<file path="config.mk">
export PLATFORM = sky130hd
export DESIGN_NAME = sram_rd_sequencer
export DESIGN_NICKNAME = d
export VERILOG_FILES = /design/src/rtl/sram_rd_pkg.sv /design/src/rtl/sram_rd_window.sv /design/src/rtl/sram_rd_addr_map.sv /design/src/rtl/sram_rd_sequencer.sv
export SDC_FILE = /design/constraint.sdc
export NUM_CORES = 1
export LEC_CHECK = 0
export BUFFER_PORTS_ARGS = -buffer_cell sky130_fd_sc_hd__buf_2
export CAP_MARGIN = 20
export CORE_MARGIN = 2
export CORE_UTILIZATION = 45
export DETAILED_ROUTE_END_ITERATION = 8
export PLACE_DENSITY = 0.65
export REMOVE_ABC_BUFFERS = 1
export SKIP_LAST_GASP = 1
export SYNTH_ARGS = -nofsm -noshare
export SYNTH_HDL_FRONTEND = slang
export SYNTH_HIERARCHICAL = 1
export SYNTH_SLANG_ARGS = --single-unit
</file>
<file path="constraint.sdc">
create_clock -name clk -period 3.8 [get_ports clk]
set_input_delay 0.76 -clock clk [delete_from_list [all_inputs] [get_ports clk]]
set_output_delay 0.76 -clock clk [all_outputs]
set_load 0.05 [all_outputs]
</file>
<file path="src/rtl/sram_rd_pkg.sv">
package sram_rd_pkg;

    typedef enum logic [1:0] {
        DW_8    = 2'd0,
        DW_16   = 2'd1,
        DW_32   = 2'd2,
        DW_32_A = 2'd3
    } dev_width_e;

    localparam int WORD_W  = 32;
    localparam int LANES   = WORD_W / 8;

    // zero-extend the bus word according to device width
    function automatic logic [WORD_W-1:0] zext_word(input dev_width_e w,
                                                    input logic [WORD_W-1:0] bus);
        logic [WORD_W-1:0] r;
        case (w)
            DW_8:    r = {{(WORD_W-8){1'b0}}, bus[7:0]};
            DW_16:   r = {{(WORD_W-16){1'b0}}, bus[15:0]};
            default: r = bus;
        endcase
        return r;
    endfunction

endpackage

</file>
<file path="src/rtl/sram_rd_window.sv">
// One strobe: asserted while the access counter lies in [start, start+span)
module sram_rd_window #(
    parameter int CW = 7
) (
    input  logic          active_i,
    input  logic [CW-1:0] cnt_i,
    input  logic [CW-1:0] start_i,
    input  logic [CW-1:0] span_i,
    output logic          on_o
);
    logic [CW:0] stop;

    always_comb begin
        stop = {1'b0, start_i} + {1'b0, span_i};
        on_o = active_i && (cnt_i >= start_i) && ({1'b0, cnt_i} < stop);
    end
endmodule

</file>
<file path="src/rtl/sram_rd_addr_map.sv">
// Device-width dependent address layout and byte-select lanes
module sram_rd_addr_map
    import sram_rd_pkg::*;
#(
    parameter int ADDR_W = 26
) (
    input  logic              active_i,
    input  dev_width_e        width_i,
    input  logic [ADDR_W-1:0] addr_i,
    output logic [ADDR_W-1:0] ext_addr_o,
    output logic [LANES-1:0]  bs_n_o
);
    logic [LANES-1:0] lanes;

    always_comb begin
        ext_addr_o = addr_i;
        lanes      = '0;
        case (width_i)
            DW_8: begin
                lanes = '0;
            end
            DW_16: begin
                ext_addr_o[0] = 1'b0;
                lanes         = {{(LANES-2){1'b0}}, 2'b11};
            end
            default: begin
                ext_addr_o[1:0] = 2'b00;
                lanes           = '1;
            end
        endcase
        bs_n_o = active_i ? ~lanes : '1;
    end
endmodule

</file>
<file path="src/rtl/sram_rd_sequencer.sv">
module sram_rd_sequencer
    import sram_rd_pkg::*;
#(
    parameter int ADDR_W = 26,
    parameter int CNT_W  = 6
) (
    input  logic              clk,
    input  logic              rst_n,
    input  logic              req_i,
    input  logic [ADDR_W-1:0] req_addr_i,
    input  logic [1:0]        cfg_width_i,
    input  logic [CNT_W-1:0]  cfg_rd_setup_i,
    input  logic [CNT_W-1:0]  cfg_rd_pulse_i,
    input  logic [CNT_W-1:0]  cfg_cs_setup_i,
    input  logic [CNT_W-1:0]  cfg_cs_pulse_i,
    input  logic [CNT_W-1:0]  cfg_cycle_i,
    output logic              busy_o,
    output logic              done_o,
    output logic [31:0]       rdata_o,
    output logic [ADDR_W-1:0] mem_addr_o,
    output logic              mem_rd_n_o,
    output logic              mem_cs_n_o,
    output logic [3:0]        mem_bs_n_o,
    input  logic [31:0]       mem_data_i
);
    localparam int LW      = CNT_W + 1;   // holds setup+pulse
    localparam int NSTROBE = 2;           // 0: read strobe, 1: chip select

    typedef struct packed {
        logic              active;
        logic              done;
        logic [LW-1:0]     cnt;
        logic [LW-1:0]     len;
        logic [LW-1:0]     rd_end;
        logic [LW-1:0]     rd_start;
        logic [LW-1:0]     rd_span;
        logic [LW-1:0]     cs_start;
        logic [LW-1:0]     cs_span;
        dev_width_e        width;
        logic [ADDR_W-1:0] addr;
        logic [WORD_W-1:0] rdata;
    } seq_t;

    typedef struct packed {
        logic              rd_n;
        logic              cs_n;
        logic [LANES-1:0]  bs_n;
        logic [ADDR_W-1:0] addr;
    } pin_t;

    seq_t st_d, st_q;
    pin_t pin_d, pin_q;

    logic [LW-1:0] rp_eff, cp_eff, rd_sum, cs_sum, cyc_ext, len_calc;
    logic [LW-1:0] win_start [NSTROBE];
    logic [LW-1:0] win_span  [NSTROBE];
    logic [NSTROBE-1:0] win_on;
    logic [ADDR_W-1:0]  map_addr;
    logic [LANES-1:0]   map_bs_n;

    // effective timing of the incoming request
    always_comb begin
        rp_eff   = (cfg_rd_pulse_i == '0) ? LW'(1) : LW'(cfg_rd_pulse_i);
        cp_eff   = (cfg_cs_pulse_i == '0) ? LW'(1) : LW'(cfg_cs_pulse_i);
        rd_sum   = LW'(cfg_rd_setup_i) + rp_eff;
        cs_sum   = LW'(cfg_cs_setup_i) + cp_eff;
        cyc_ext  = LW'(cfg_cycle_i);
        len_calc = cyc_ext;
        if (rd_sum > len_calc) len_calc = rd_sum;
        if (cs_sum > len_calc) len_calc = cs_sum;
    end

    // sequencing state
    always_comb begin
        st_d      = st_q;
        st_d.done = 1'b0;
        if (!st_q.active) begin
            if (req_i) begin
                st_d.active   = 1'b1;
                st_d.cnt      = '0;
                st_d.len      = len_calc;
                st_d.rd_end   = rd_sum;
                st_d.rd_start = LW'(cfg_rd_setup_i);
                st_d.rd_span  = rp_eff;
                st_d.cs_start = LW'(cfg_cs_setup_i);
                st_d.cs_span  = cp_eff;
                st_d.width    = dev_width_e'(cfg_width_i);
                st_d.addr     = req_addr_i;
            end
        end else begin
            if (st_q.cnt == st_q.len - LW'(1)) begin
                st_d.active = 1'b0;
                st_d.done   = 1'b1;
            end else begin
                st_d.cnt = st_q.cnt + LW'(1);
            end
            if (st_q.cnt == st_q.rd_end - LW'(1)) begin
                st_d.rdata = zext_word(st_q.width, mem_data_i);
            end
        end
    end

    // strobe windows evaluated on the next state
    always_comb begin
        win_start[0] = st_d.rd_start;
        win_span[0]  = st_d.rd_span;
        win_start[1] = st_d.cs_start;
        win_span[1]  = st_d.cs_span;
    end

    for (genvar g = 0; g < NSTROBE; g++) begin : g_win
        sram_rd_window #(.CW(LW)) u_win (
            .active_i (st_d.active),
            .cnt_i    (st_d.cnt),
            .start_i  (win_start[g]),
            .span_i   (win_span[g]),
            .on_o     (win_on[g])
        );
    end

    sram_rd_addr_map #(.ADDR_W(ADDR_W)) u_map (
        .active_i   (st_d.active),
        .width_i    (st_d.width),
        .addr_i     (st_d.addr),
        .ext_addr_o (map_addr),
        .bs_n_o     (map_bs_n)
    );

    always_comb begin
        pin_d.rd_n = ~win_on[0];
        pin_d.cs_n = ~win_on[1];
        pin_d.bs_n = map_bs_n;
        pin_d.addr = map_addr;
    end

    always_ff @(posedge clk or negedge rst_n) begin
        if (!rst_n) begin
            st_q       <= '0;
            pin_q.rd_n <= 1'b1;
            pin_q.cs_n <= 1'b1;
            pin_q.bs_n <= '1;
            pin_q.addr <= '0;
        end else begin
            st_q  <= st_d;
            pin_q <= pin_d;
        end
    end

    assign busy_o     = st_q.active;
    assign done_o     = st_q.done;
    assign rdata_o    = st_q.rdata;
    assign mem_addr_o = pin_q.addr;
    assign mem_rd_n_o = pin_q.rd_n;
    assign mem_cs_n_o = pin_q.cs_n;
    assign mem_bs_n_o = pin_q.bs_n;

    AST_IDLE_PINS_HIGH: assert property (@(posedge clk) disable iff (!rst_n)
        !busy_o |-> (mem_rd_n_o && mem_cs_n_o && (&mem_bs_n_o)));
    AST_DONE_SINGLE: assert property (@(posedge clk) disable iff (!rst_n)
        done_o |=> !done_o);
    AST_DONE_FOLLOWS_BUSY: assert property (@(posedge clk) disable iff (!rst_n)
        done_o |-> (!busy_o && $past(busy_o)));
    AST_ADDR_HELD: assert property (@(posedge clk) disable iff (!rst_n)
        (busy_o && $past(busy_o)) |-> $stable(mem_addr_o));
    AST_CNT_IN_RANGE: assert property (@(posedge clk) disable iff (!rst_n)
        busy_o |-> (st_q.cnt < st_q.len));
    AST_REQ_WHILE_BUSY: assert property (@(posedge clk) disable iff (!rst_n)
        (busy_o && req_i && (st_q.cnt != st_q.len - LW'(1))) |=> busy_o);

endmodule

</file>
==> summary.md, run 1 <==
| Metric | Value |
|---|---|
| Status | finished with violations |
| Violated checks | setup timing |
| WP data arrival | between 5000 and 6000 ps |
| Worst min path class | in -> async |
| Share of the synthesized area in the top cell type | 0.404 |
| Startpoint type of the worst setup path | input pin |
| Die height | ~140 um |
| Peak supply drop | about 400 uV |
| Dpl ws | -1660 ps |
| Synth unique cells | 76 |
| FP Rows | 50 |
| DRC | 0 |
| Num CTS Buffers | 17 |
| Global placer's final weighted congestion | 0.891 |
| Lkg Pwr | between 5 and 6 nW |
| P per Cell Area | 821 nW/um^2 |
| Layout cells sized above 1 | 0.325 |
| Crit path time final | between 4000 and 5000 ps |
| Overall Power | 8.66 mW |
| Number of global-route vias before repair | between 6000 and 7000 |
| Starting Density | 0.456 |
| TritonCTS clock tree | done |
| GRT Residual Overflow | 0 |
| PortBufs | around 160 |
| Fin. Hold Viols | 0 |
| N_diodes | 0 |
| Worst Setup Path Type | in -> reg |
| Antenna violations before repair | 0 |
| Worst-path cell chain | buf_6 > or4_4 > o21bai_4 > ha_4 > fa_2 > a21o_1 > a21oi_2 > xor2_1 > inv_1 > ha_4 > a21o_1 > a21o_1 > a211oi_4 > a21boi_2 > mux2i_2 > ha_1 > nand4_1 > a21oi_2 > o31a_1 > or4_4 > a22oi_2 |
| Htree depth | 4 |
| TNS Setup | -6800 ps |
| Max Freq | ~210 MHz |
| Area grow syn2layout | 24.5% |
| Starting DRC count in detailed routing | 225 |
| DIE WIDTH | 141 um |
| Clk slew on worst S/H paths | approximately 60 ps |
| CP Max Fanout | 6 |
| # IOs | roughly 160 |
| EDFF count, synth | 0 |
| Worst-Margin Slew | 695 ps |
| Max-cap viol count | 0 |
| Fill count | roughly 1600 |
| Final Setup Violations | 7 |
| Finished Layout Cells | around 1300 |
| Rel. slew slack | 0.533 |
| Root buffer cell | clkbuf_16 |
| Core ar. | 18600 um^2 |
| Clk_lat worst skew | about 420 ps |
| Hold buffers post-CTS | 0 |
| Crit share post-route | 1.28 |
| CTS sink cnt | around 140 |
| Top delay family on crit path | compound AO/OA/AOI/OAI gates |
| Cells after synthesis | about 900 |
| Max-slew violations | 0 |
| CP endpoint kind | flip-flop |
| Via count | ~6600 |
| Seq cells post-synth | 143 |
| Largest net degree at the start of global routing | 74 |
| Register area share after synthesis | 0.423 |
| WHS | between 300 and 400 ps |
| Drt wl/cell | approximately 15 um |
| Cell taking the most area after synthesis | dfrtp_1 |
| Mapped Area | 8480 um^2 |
| Global-route wire length before repair | approximately 32 mm |
| Top_reg_cell synth | dfrtp_1 |
| RSZ-0062 raised after global routing | yes |
| CP required | between 4000 and 5000 ps |
| Post-synthesis async set-or-reset flop share | 1.00 |
| Most used cell along the critical path | a21o_1 |
| CP bufs+invs | 2 |
| Syn Area/Cell | ~9.4 um^2 |
| DR vias/cell | roughly 5 |
| Slowest stage cell on the critical path | or4_4 |
| Maximum clock path buffer count | 2 |
| Total GRT Usage | 0.199 |
| Layout Nets | about 1300 |
| Critical Path Max Stage Delay | ~530 ps |
| Synth top cells by count | 199 x nand2_1, 137 x dfrtp_1, 80 x inv_1, 68 x ha_1, 62 x buf_4 |
| Die Area | around 20000 um^2 |
| Post-route setup slack | -1050 ps |
| WL final | 19.4 mm |
| First-pass DRT Iterations | 4 |
| Most numerous cell in the Yosys netlist | nand2_1 |
| Reg-to-reg startpoint | st_q[96] |
| R2R depth | 14 |
| Number of nets with antenna violations after routing | 0 |
| RR Endpoint | mem_rd_n_o |
| Clock skew | 9.94 ps |
| Flop-to-flop setup slack | about 220 ps |
| Synth area leaders | dfrtp_1 40%, ha_1 10%, nand2_1 8.8% |
| Dpl hpwl | around 14 mm |
| Syn. warnings | 6 |
| Placed Cells | ~1300 |
==> cell type report <==
type	instances	area [um^2]	area share
multi-input combinational	586	4200	0.398
sequential	143	3590	0.340
timing repair buffer	258	1580	0.149
clock buffer	18	429	0.0406
inverter	81	304	0.0288
tap	234	293	0.0277
clock inverter	14	171	0.0162
==> per-layer routing <==
| layer | up-vias | wire [um] | global-route usage |
|---|---|---|---|
| met5 | - | 0 | 0 |
| met1 | 3142 | 8970 | 0.266 |
| met3 | 19 | 794 | 0.0351 |
| met4 | 0 | 243 | 0.0537 |
| met2 | 157 | 9350 | 0.336 |
| li1 | 3331 | - | - |
==> placed cells by master, fill, tap and decap left out, types with 4 or more instances in the layout <==
cell,count
nand2_1,197
inv_1,80
mux2_2,6
mux2i_1,27
clkbuf_16,17
a21oi_1,16
nor3_1,9
xor2_1,7
a21o_1,17
inv_8,4
ha_1,64
nor2_1,27
o2111a_1,4
o21ai_0,21
a22oi_1,5
and3_1,4
a211oi_1,10
nand4_1,4
buf_2,155
nor2b_1,15
o211ai_1,4
dfstp_2,6
dfrtp_1,137
buf_4,98
inv_6,4
xnor2_1,24
nand3b_1,4
buf_6,4
nor4_1,4
a21oi_2,5
o21ai_1,9
nand3_1,17
nand2b_1,4
ha_4,4
==> repair_timing <==
action | in CTS | in global routing
pin swaps | 18 | 25
setup endpoints to repair | 7 | 9
gates cloned | 0 | 1
setup buffers | 13 | 4
resized for setup | 17 | 21
==> worst reg2reg max path: stages, from the launching register on <==
cell,delay [ps]
dfrtp_1,420
inv_1,100
ha_1,290
xnor3_1,430
nand4_1,140
a31oi_4,120
o221ai_4,310
mux2_4,340
o211ai_2,160
ha_1,320
a21o_1,170
a211oi_2,200
o21ai_1,110
a311oi_2,310
inv_1,70
==> registers in the layout, indices dropped and copies added (netlist names) <==
| name | count |
|---|---|
| done_o | 1 |
| rdata_o | 32 |
| busy_o | 1 |
| mem_cs_n_o | 1 |
| mem_addr_o | 26 |
| mem_bs_n_o | 4 |
| st_q | 77 |
| mem_rd_n_o | 1 |
==> kinds of logic (layout without fill, tap and decap cells) <==
| kind of cell | Yosys count | in the layout | synth area share |
|---|---|---|---|
| adders and majority gates | 72 | 72 | 0.110 |
| buffers and inverters | 171 | 371 | 0.105 |
| and+or+nand+nor | 313 | 313 | 0.167 |
| muxes | 37 | 37 | 0.0454 |
| xor gates and xnor gates | 32 | 32 | 0.0347 |
| DFF | 143 | 143 | 0.423 |
| AOI/OAI and AO/OA | 131 | 132 | 0.115 |
==> report_power, final <==
part | total (mW) | internal [mW] | switching (mW)
Combinational | 4.49 | 1.76 | 2.73
Sequential | 2.47 | 2.12 | 0.353
Clock | 1.70 | 0.993 | 0.707
==> how the worst max path moves through the flow <==
stage                            startpoint         to  slack (ps)  cells past startpoint
after floorplan           cfg_rd_pulse_i[1]   st_q[95]       -1380                     21
after global placement    cfg_rd_pulse_i[1]   st_q[95]       -1540                     21
after detailed placement  cfg_rd_pulse_i[1]   st_q[99]       -1660                     22
after CTS                 cfg_rd_pulse_i[1]   st_q[95]       -1130                     21
after global routing      cfg_rd_pulse_i[1]  st_q[101]       -1250                     23
final                     cfg_rd_pulse_i[1]   st_q[95]       -1050                     21
==> per-stage QoR <==
step | cell area (um^2) | util
2_1_floorplan | 7890 | -
3_3_place_gp | 9630 | 0.518
3_5_place_dp | 9630 | 0.518
4_1_cts | 10400 | 0.559
5_1_grt | 10600 | 0.568
6_report | 10600 | 0.568
Note: power is estimated with default switching activity, not from simulation.
==> run 2, diff against run 1 <==
--- a/config.mk
+++ b/config.mk
@@ -7,10 +7,12 @@
 export LEC_CHECK = 0
 export BUFFER_PORTS_ARGS = -buffer_cell sky130_fd_sc_hd__buf_2
 export CAP_MARGIN = 20
+export CELL_PAD_IN_SITES_DETAIL_PLACEMENT = 0
+export CELL_PAD_IN_SITES_GLOBAL_PLACEMENT = 2
 export CORE_MARGIN = 2
-export CORE_UTILIZATION = 45
+export CORE_UTILIZATION = 35
 export DETAILED_ROUTE_END_ITERATION = 8
-export PLACE_DENSITY = 0.65
+export PLACE_DENSITY = 0.79
 export REMOVE_ABC_BUFFERS = 1
 export SKIP_LAST_GASP = 1
 export SYNTH_ARGS = -nofsm -noshare
==> run 2 against run 1 <==
The run still ends with setup timing left. Power down 1.2%. Register-to-register slack better by 100 ps. Die area up 28%. Cell area up 1.7%. Global-route usage down 2.9 points.
==> summary.md, run 2 (synthesis results as in run 1) <==
| Metric | Value |
|---|---|
| Status | finished with violations |
| Violated checks | setup timing |
| GRT Residual Overflow | 0 (unchanged) |
| Max Freq | 205 MHz (-0.79%) |
| Total GRT Usage | 0.170 (-0.0289) |
| Peak supply drop | 303 uV (-25%) |
| Dpl ws | -1760 ps (-102 ps) |
| Hold buffers post-CTS | 0 (unchanged) |
| Layout Nets | 1271 (+1.5%) |
| Commonest non-fill, non-tap cell in the layout | nand2_1 |
| Clk slew on worst S/H paths | 60 ps (about the same) |
| RSZ-0062 raised after global routing | yes |
| DR top layer | met4 |
| Post-layout util | 0.455 (-0.113) |
| # IOs | 159 (unchanged) |
| DR vias/cell | 4.64 (-6.9%) |
| N_diodes | 0 (unchanged) |
| RR Endpoint | mem_rd_n_o |
| DIE WIDTH | 160 um (+13%) |
| Number of global-route vias before repair | 6916 (+3.2%) |
| Dpl hpwl | 15.8 mm (+9.5%) |
| Die Area | 25500 um^2 (+28%) |
| P per Cell Area | 797 nW/um^2 (-2.9%) |
| Fill count | 2338 (+42%) |
| Worst min path class | in -> async |
| Max-cap viol count | 0 (unchanged) |
| Layout cells sized above 1 | 0.336 (+0.0115) |
| Overall Power | 8.56 mW (-1.2%) |
| Wire length on met1 | 10.1 mm (+13%) |
| FP Rows | 56 (+12%) |
| Worst-Margin Slew | 737 ps (+42.1 ps) |
| First-pass DRT Iterations | 4 (unchanged) |
| Crit share post-route | 1.29 (+0.0101) |
| Core ar. | 23600 um^2 (+27%) |
| Metal2 WL | 9.78 mm (+4.6%) |
| Number of nets with antenna violations after routing | 0 (unchanged) |
| WP data arrival | 5220 ps (+30 ps) |
| R2R depth | 14 (unchanged) |
| PortBufs | 158 (unchanged) |
| Antenna violations before repair | 0 (unchanged) |
| Global placer's final weighted congestion | 0.827 (-7.2%) |
| Area grow syn2layout | 26.6% |
| DRC | 0 (unchanged) |
| Die height | 160 um (+13%) |
| Reg-to-reg startpoint | st_q[96] |
| Root buffer cell | clkbuf_16 |
| Num CTS Buffers | 17 (unchanged) |
| CTS sink cnt | 143 (unchanged) |
| Flop-to-flop setup slack | 320 ps (+100 ps) |
| Largest net degree at the start of global routing | 80 (+8.1%) |
| Drt wl/cell | 14.6 um (+0.73%) |
| Clk_lat worst skew | 420 ps (about the same) |
| Largest register FFs | 77 (unchanged) |
| Starting DRC count in detailed routing | 352 (+56%) |
| Most frequent cells in the layout | 198 x nand2_1, 156 x buf_2, 137 x dfrtp_1, 115 x buf_4, 79 x inv_1 |
| Worst setup path end | st_q[96] |
| Global-route wire length before repair | 35.3 mm (+10%) |
| Startpoint type of the worst setup path | input pin |
| Post-route setup slack | -1080 ps (-38.6 ps) |
| Max-slew violations | 0 (unchanged) |
| TritonCTS clock tree | done |
| Most flop-heavy register | st_q |
| Htree depth | 4 (unchanged) |
| Clock skew | 14.2 ps (+4.24 ps) |
| Critical path startpoint | cfg_rd_pulse_i[3] |
| Worst Setup Path Type | in -> reg |
| Fin. Hold Viols | 0 (unchanged) |
| WL final | 21.0 mm (+8.6%) |
| CP Max Fanout | 5 (-1) |
| CP required | 4140 ps (about the same) |
| Maximum clock path buffer count | 2 (unchanged) |
| Rel. slew slack | 0.509 (-0.0238) |
| WHS | 371 ps (+52.1 ps) |
| Crit path time final | 4880 ps (+38.6 ps) |
| Final Setup Violations | 7 (unchanged) |
| DR WL met3 | 842 um (+6.0%) |
| Via count | 6673 (+0.36%) |
| Starting Density | 0.359 (-0.0973) |
| CP endpoint kind | flip-flop |
| Lkg Pwr | 5.74 nW (+1.3%) |
[run 2: worst min path at each step]
stage          startpoint       end  slack [ps]
2_1_floorplan    st_q[32]  st_q[32]         430
6_report            rst_n  st_q[46]         370
4_1_cts             rst_n  st_q[46]         390
3_3_place_gp     st_q[32]  st_q[32]         450
5_1_grt             rst_n  st_q[46]         420
3_5_place_dp     st_q[33]  st_q[33]         460
[run 2: through the flow]
step	instances	area, um^2	setup TNS (ps)
finish	1438	10700	-7410
global placement	1381	9840	-11410
global route	1438	10700	-8600
floorplan	809	7890	-11350
CTS	1436	10600	-7680
detailed placement	1381	9840	-12200
[run 2: critical path: stages]
cell and delay (ps):
buf_6 90, or4_4 540, o21bai_4 160, ha_4 160, fa_2 190, a21o_1 140
a21oi_2 70, xor2_2 170, inv_2 80, ha_4 240, a21o_1 150, a21o_1 210
a211oi_4 350, a21boi_2 250, mux2i_2 260, ha_1 290, a21oi_2 170, nor2b_2 60
o31a_1 310, buf_6 130, a2111o_1 310, a22oi_2 120
[run 2: repair_timing]
| item | in CTS | in global routing |
|---|---|---|
| setup buffers | 24 | 2 |
| resized for setup | 18 | 17 |
| cloned | 0 | 1 |
| setup endpoints to repair | 7 | 9 |
| pin swaps | 23 | 17 |
[run 2: power by group]
part	switching [mW]	total [mW]	leakage, nW	internal, mW
registers	0.352	2.47	1.80	2.12
clock network	0.710	1.57	0.259	0.857
logic	2.73	4.52	3.68	1.80
[run 2: cell type report]
class,count,area [um^2],area share
well taps,319,399,0.0372
clock inverters,14,123,0.0114
repair buffers,277,1730,0.161
multi-input cells,586,4170,0.388
clock buffers,18,429,0.0400
flip-flops and latches,143,3590,0.334
inverters,81,304,0.0283
[run 2: per-layer routing]
metal | global-route usage | up-vias
met5 | 0 | -
li1 | - | 3371
met4 | 0.0409 | 0
met1 | 0.230 | 3144
met3 | 0.0338 | 16
met2 | 0.281 | 142
==> run 3, diff against run 2 <==
--- a/config.mk
+++ b/config.mk
@@ -5,12 +5,13 @@
 export SDC_FILE = /design/constraint.sdc
 export NUM_CORES = 1
 export LEC_CHECK = 0
+export ABC_AREA = 1
 export BUFFER_PORTS_ARGS = -buffer_cell sky130_fd_sc_hd__buf_2
 export CAP_MARGIN = 20
 export CELL_PAD_IN_SITES_DETAIL_PLACEMENT = 0
 export CELL_PAD_IN_SITES_GLOBAL_PLACEMENT = 2
 export CORE_MARGIN = 2
-export CORE_UTILIZATION = 35
+export CORE_UTILIZATION = 33
 export DETAILED_ROUTE_END_ITERATION = 8
 export PLACE_DENSITY = 0.79
 export REMOVE_ABC_BUFFERS = 1
==> constraint.sdc (replaced) <==
create_clock -name clk -period 5.09 [get_ports clk]
set_input_delay 1.018 -clock clk [delete_from_list [all_inputs] [get_ports clk]]
set_output_delay 1.018 -clock clk [all_outputs]
set_load 0.05 [all_outputs]
==> run 3 against run 2 <==
The flow now finishes without violations. Critical path depth grew 6. Worst setup slack better by 1500 ps. Clock-buffer cell count is 1 higher. Die area grew 6.9%. Utilization decreased by 6.7 points. Wire length increased by 2.5%. Largest cell class unchanged. Clock skew is 3.2 ps lower.
==> summary.md, run 3 <==
| Metric | Value |
|---|---|
| Status | finished, final reports clean |
| Synth area leaders | dfrtp_1 40%, nand2_1 17%, ha_1 9.9% |
| Layout cells sized above 1 | 0.204 (-0.132) |
| Root buffer cell | clkbuf_16 |
| Post-layout util | 0.388 (-0.0669) |
| Wire length on met1 | 10.3 mm (+1.7%) |
| Commonest non-fill, non-tap cell in the layout | nand2_1 |
| Flop-to-flop setup slack | 1560 ps (+1240 ps) |
| Cell taking the most area after synthesis | dfrtp_1 |
| Die height | 165 um (+3.4%) |
| Clk slew on worst S/H paths | 70 ps (about the same) |
| Antenna violations before repair | 0 (unchanged) |
| Num CTS Buffers | 17 (unchanged) |
| CP required | 5410 ps (+1270 ps) |
| Die Area | 27300 um^2 (+6.9%) |
| DR top layer | met4 |
| Mapped Area | 8560 um^2 (+0.97%) |
| Largest net degree at the start of global routing | 72 (-10%) |
| DRC | 0 (unchanged) |
| Area grow syn2layout | 14.7% |
| Most flop-heavy register | st_q |
| Htree depth | 4 (unchanged) |
| Number of nets with antenna violations after routing | 0 (unchanged) |
| RSZ-0062 raised after global routing | no |
| Clock skew | 10.9 ps (-3.24 ps) |
| Register area share after synthesis | 0.419 (-0.00408) |
| Critical path startpoint | cfg_rd_pulse_i[1] |
| EDFF count, synth | 0 (unchanged) |
| Final Setup Violations | 0 (-7) |
| Most numerous cell in the Yosys netlist | nand2_1 |
| Maximum clock path buffer count | 2 (unchanged) |
| Max-cap viol count | 0 (unchanged) |
| # IOs | 159 (unchanged) |
| Comb pwr share | 0.577 (+0.049) |
| Seq cells post-synth | 143 (unchanged) |
| Drt wl/cell | 14.2 um (-2.6%) |
| Largest register FFs | 77 (unchanged) |
| Cells after synthesis | 1079 (+20%) |
| GRT Residual Overflow | 0 (unchanged) |
| DR WL met3 | 1.19 mm (+41%) |
| Via count | 6799 (+1.9%) |
| Hold EP | mem_addr_o[9] |
| Finished Layout Cells | 1514 (+5.3%) |
| Max Freq | about 220 MHz |
| Overall Power | 7.55 mW (-12%) |
| Max-slew violations | 0 (unchanged) |
| CP endpoint kind | flip-flop |
| Fill count | 2711 (+16%) |
| Syn. warnings | 6 (unchanged) |
| Starting DRC count in detailed routing | 384 (+9.1%) |
| NetSw | 3.89 mW (+2.7%) |
| Clock network fraction of total power | 0.161 (-0.022) |
| Top_reg_cell synth | dfrtp_1 |
| Dpl hpwl | 15.7 mm (-0.74%) |
| Worst Setup Path Type | in -> reg |
| Lkg Pwr | 5.56 nW (-3.1%) |
| Dpl ws | -54.3 ps (+1700 ps) |
| Global placer's final weighted congestion | 0.806 (-2.6%) |
| FP Rows | 58 (+3.6%) |
| Number of global-route vias before repair | 6801 (-1.7%) |
| TritonCTS clock tree | done |
| CTS sink cnt | 143 (unchanged) |
| Fin. Hold Viols | 0 (unchanged) |
| Min-delay src | st_q[41] |
| Starting Density | 0.338 (-0.0210) |
| Rel. slew slack | 0.419 (-0.0896) |
| DIE WIDTH | 165 um (+3.4%) |
| R2R depth | 19 (+5) |
| Post-synthesis async set-or-reset flop share | 1.00 (unchanged) |
| DR vias/cell | 4.49 (-3.2%) |
| TNS Setup | 0 ps (+7410 ps) |
| Synth unique cells | 37 (-51%) |
| PortBufs | 158 (unchanged) |
| Syn Area/Cell | 7.94 um^2 (-16%) |
| First-pass DRT Iterations | 5 (+1) |
| Int Pwr | 3.65 mW (-23%) |
| Reg-to-reg startpoint | busy_o |
| Global-route wire length before repair | 34.9 mm (-0.88%) |
| Placed Cells | 1482 (+7.3%) |
| Switching fraction of total power | 0.516 (+0.0733) |
| Layout Nets | 1336 (+5.1%) |
| Crit share post-route | 0.911 |
| RR Endpoint | mem_rd_n_o |
| Peak supply drop | 360 uV (+19%) |
| Worst Hold Depth | 2 |
| Worst min path class | reg -> reg |
| Sequential Power Share | 0.262 (-0.026) |
| CP Max Fanout | 12 (+7) |
| N_diodes | 0 (unchanged) |
| WP data arrival | 4960 ps (-260 ps) |
| Worst-Margin Slew | 869 ps (+132 ps) |
| Clk_lat worst skew | 420 ps (about the same) |
| Share of the synthesized area in the top cell type | 0.400 (-0.00390) |
| Synth top cells by count | 393 x nand2_1, 137 x dfrtp_1, 111 x inv_1, 68 x ha_1, 61 x buf_4 |
| WL final | 21.5 mm (+2.5%) |
| Metal2 WL | 9.83 mm (+0.51%) |
| Most frequent cells in the layout | 393 x nand2_1, 157 x buf_2, 137 x dfrtp_1, 111 x inv_1, 68 x ha_1 |
| Startpoint type of the worst setup path | input pin |
| Post-route setup slack | 452 ps (+1540 ps) |
| P per Cell Area | 768 nW/um^2 (-3.7%) |
| Total GRT Usage | 0.164 (-0.00642) |
| Crit path time final | about 4600 ps |
| Core ar. | 25300 um^2 (+7.3%) |
[run 3: cells by family after synthesis]
logic type               Yosys count  synth area share
flip-flops                       143             0.419
XOR/XNOR                          31            0.0333
adder cells (fa/ha/maj)           72             0.109
AND/OR/NAND/NOR                  554             0.273
AO/OA/AOI/OAI                     62            0.0397
buffers and inverters            217             0.127
[run 3: worst max path at each step]
stage                            end  cells past startpoint
after CTS                   st_q[99]                     29
after global placement      st_q[95]                     29
after detailed placement    st_q[99]                     29
final                       st_q[98]                     28
after floorplan           mem_cs_n_o                     16
after global routing        st_q[98]                     28
[run 3: routing by layer]
metal	GRT usage	up-vias
met4	0.0375	0
met1	0.217	3099
met2	0.275	155
met3	0.0345	16
met5	0	-
li1	-	3529
[run 3: power by group through the flow]
stage	combinational [mW]	clock, mW	sequential, mW
3_5_place_dp	4.40	0	2.00
5_1_grt	4.95	1.31	2.05
3_3_place_gp	4.37	0	1.99
2_1_floorplan	2.40	0	2.83
6_report	4.35	1.22	1.98
4_1_cts	4.42	1.26	1.98
[run 3: metrics by stage]
step | hold slack (ps) | area (um^2)
floorplan | 435 | 7920
detailed placement | 453 | 9250
global route | 490 | 9820
CTS | 462 | 9820
finish | 457 | 9820
global placement | 449 | 9250
[run 3: cell type report]
| cell class | instances | area (um^2) | area share |
|---|---|---|---|
| clock buffers | 19 | 453 | 0.0461 |
| clock inverters | 13 | 119 | 0.0121 |
| flip-flops and latches | 143 | 3590 | 0.365 |
| repair buffers | 172 | 902 | 0.0918 |
| well taps | 330 | 413 | 0.0420 |
| multi-input cells | 719 | 3910 | 0.398 |
| inverters | 118 | 443 | 0.0451 |
[run 3: timing repair]
action                                  CTS  global route
hold endpoints to repair                  0             0
resized for setup                         0             1
hold buffers                              0             0
endpoints found under the setup margin    0             4
setup buffers                             0             0
[run 3: critical path: stages]
cell,delay (ps)
buf_2,140
inv_1,60
nand2_1,70
o41ai_2,70
ha_1,210
fa_1,390
nand2_1,70
nand2_1,50
a21oi_1,200
xnor2_1,120
ha_1,280
nand2_1,60
nor2_1,140
nand4_1,110
nand2_1,190
buf_4,150
nand3_1,90
and2_1,210
ha_1,290
nand2_1,60
nor2_1,120
nand2_1,90
nand3_1,100
nand2_1,240
o21ai_0,270
inv_1,60
nand2_1,50
nand2_1,40
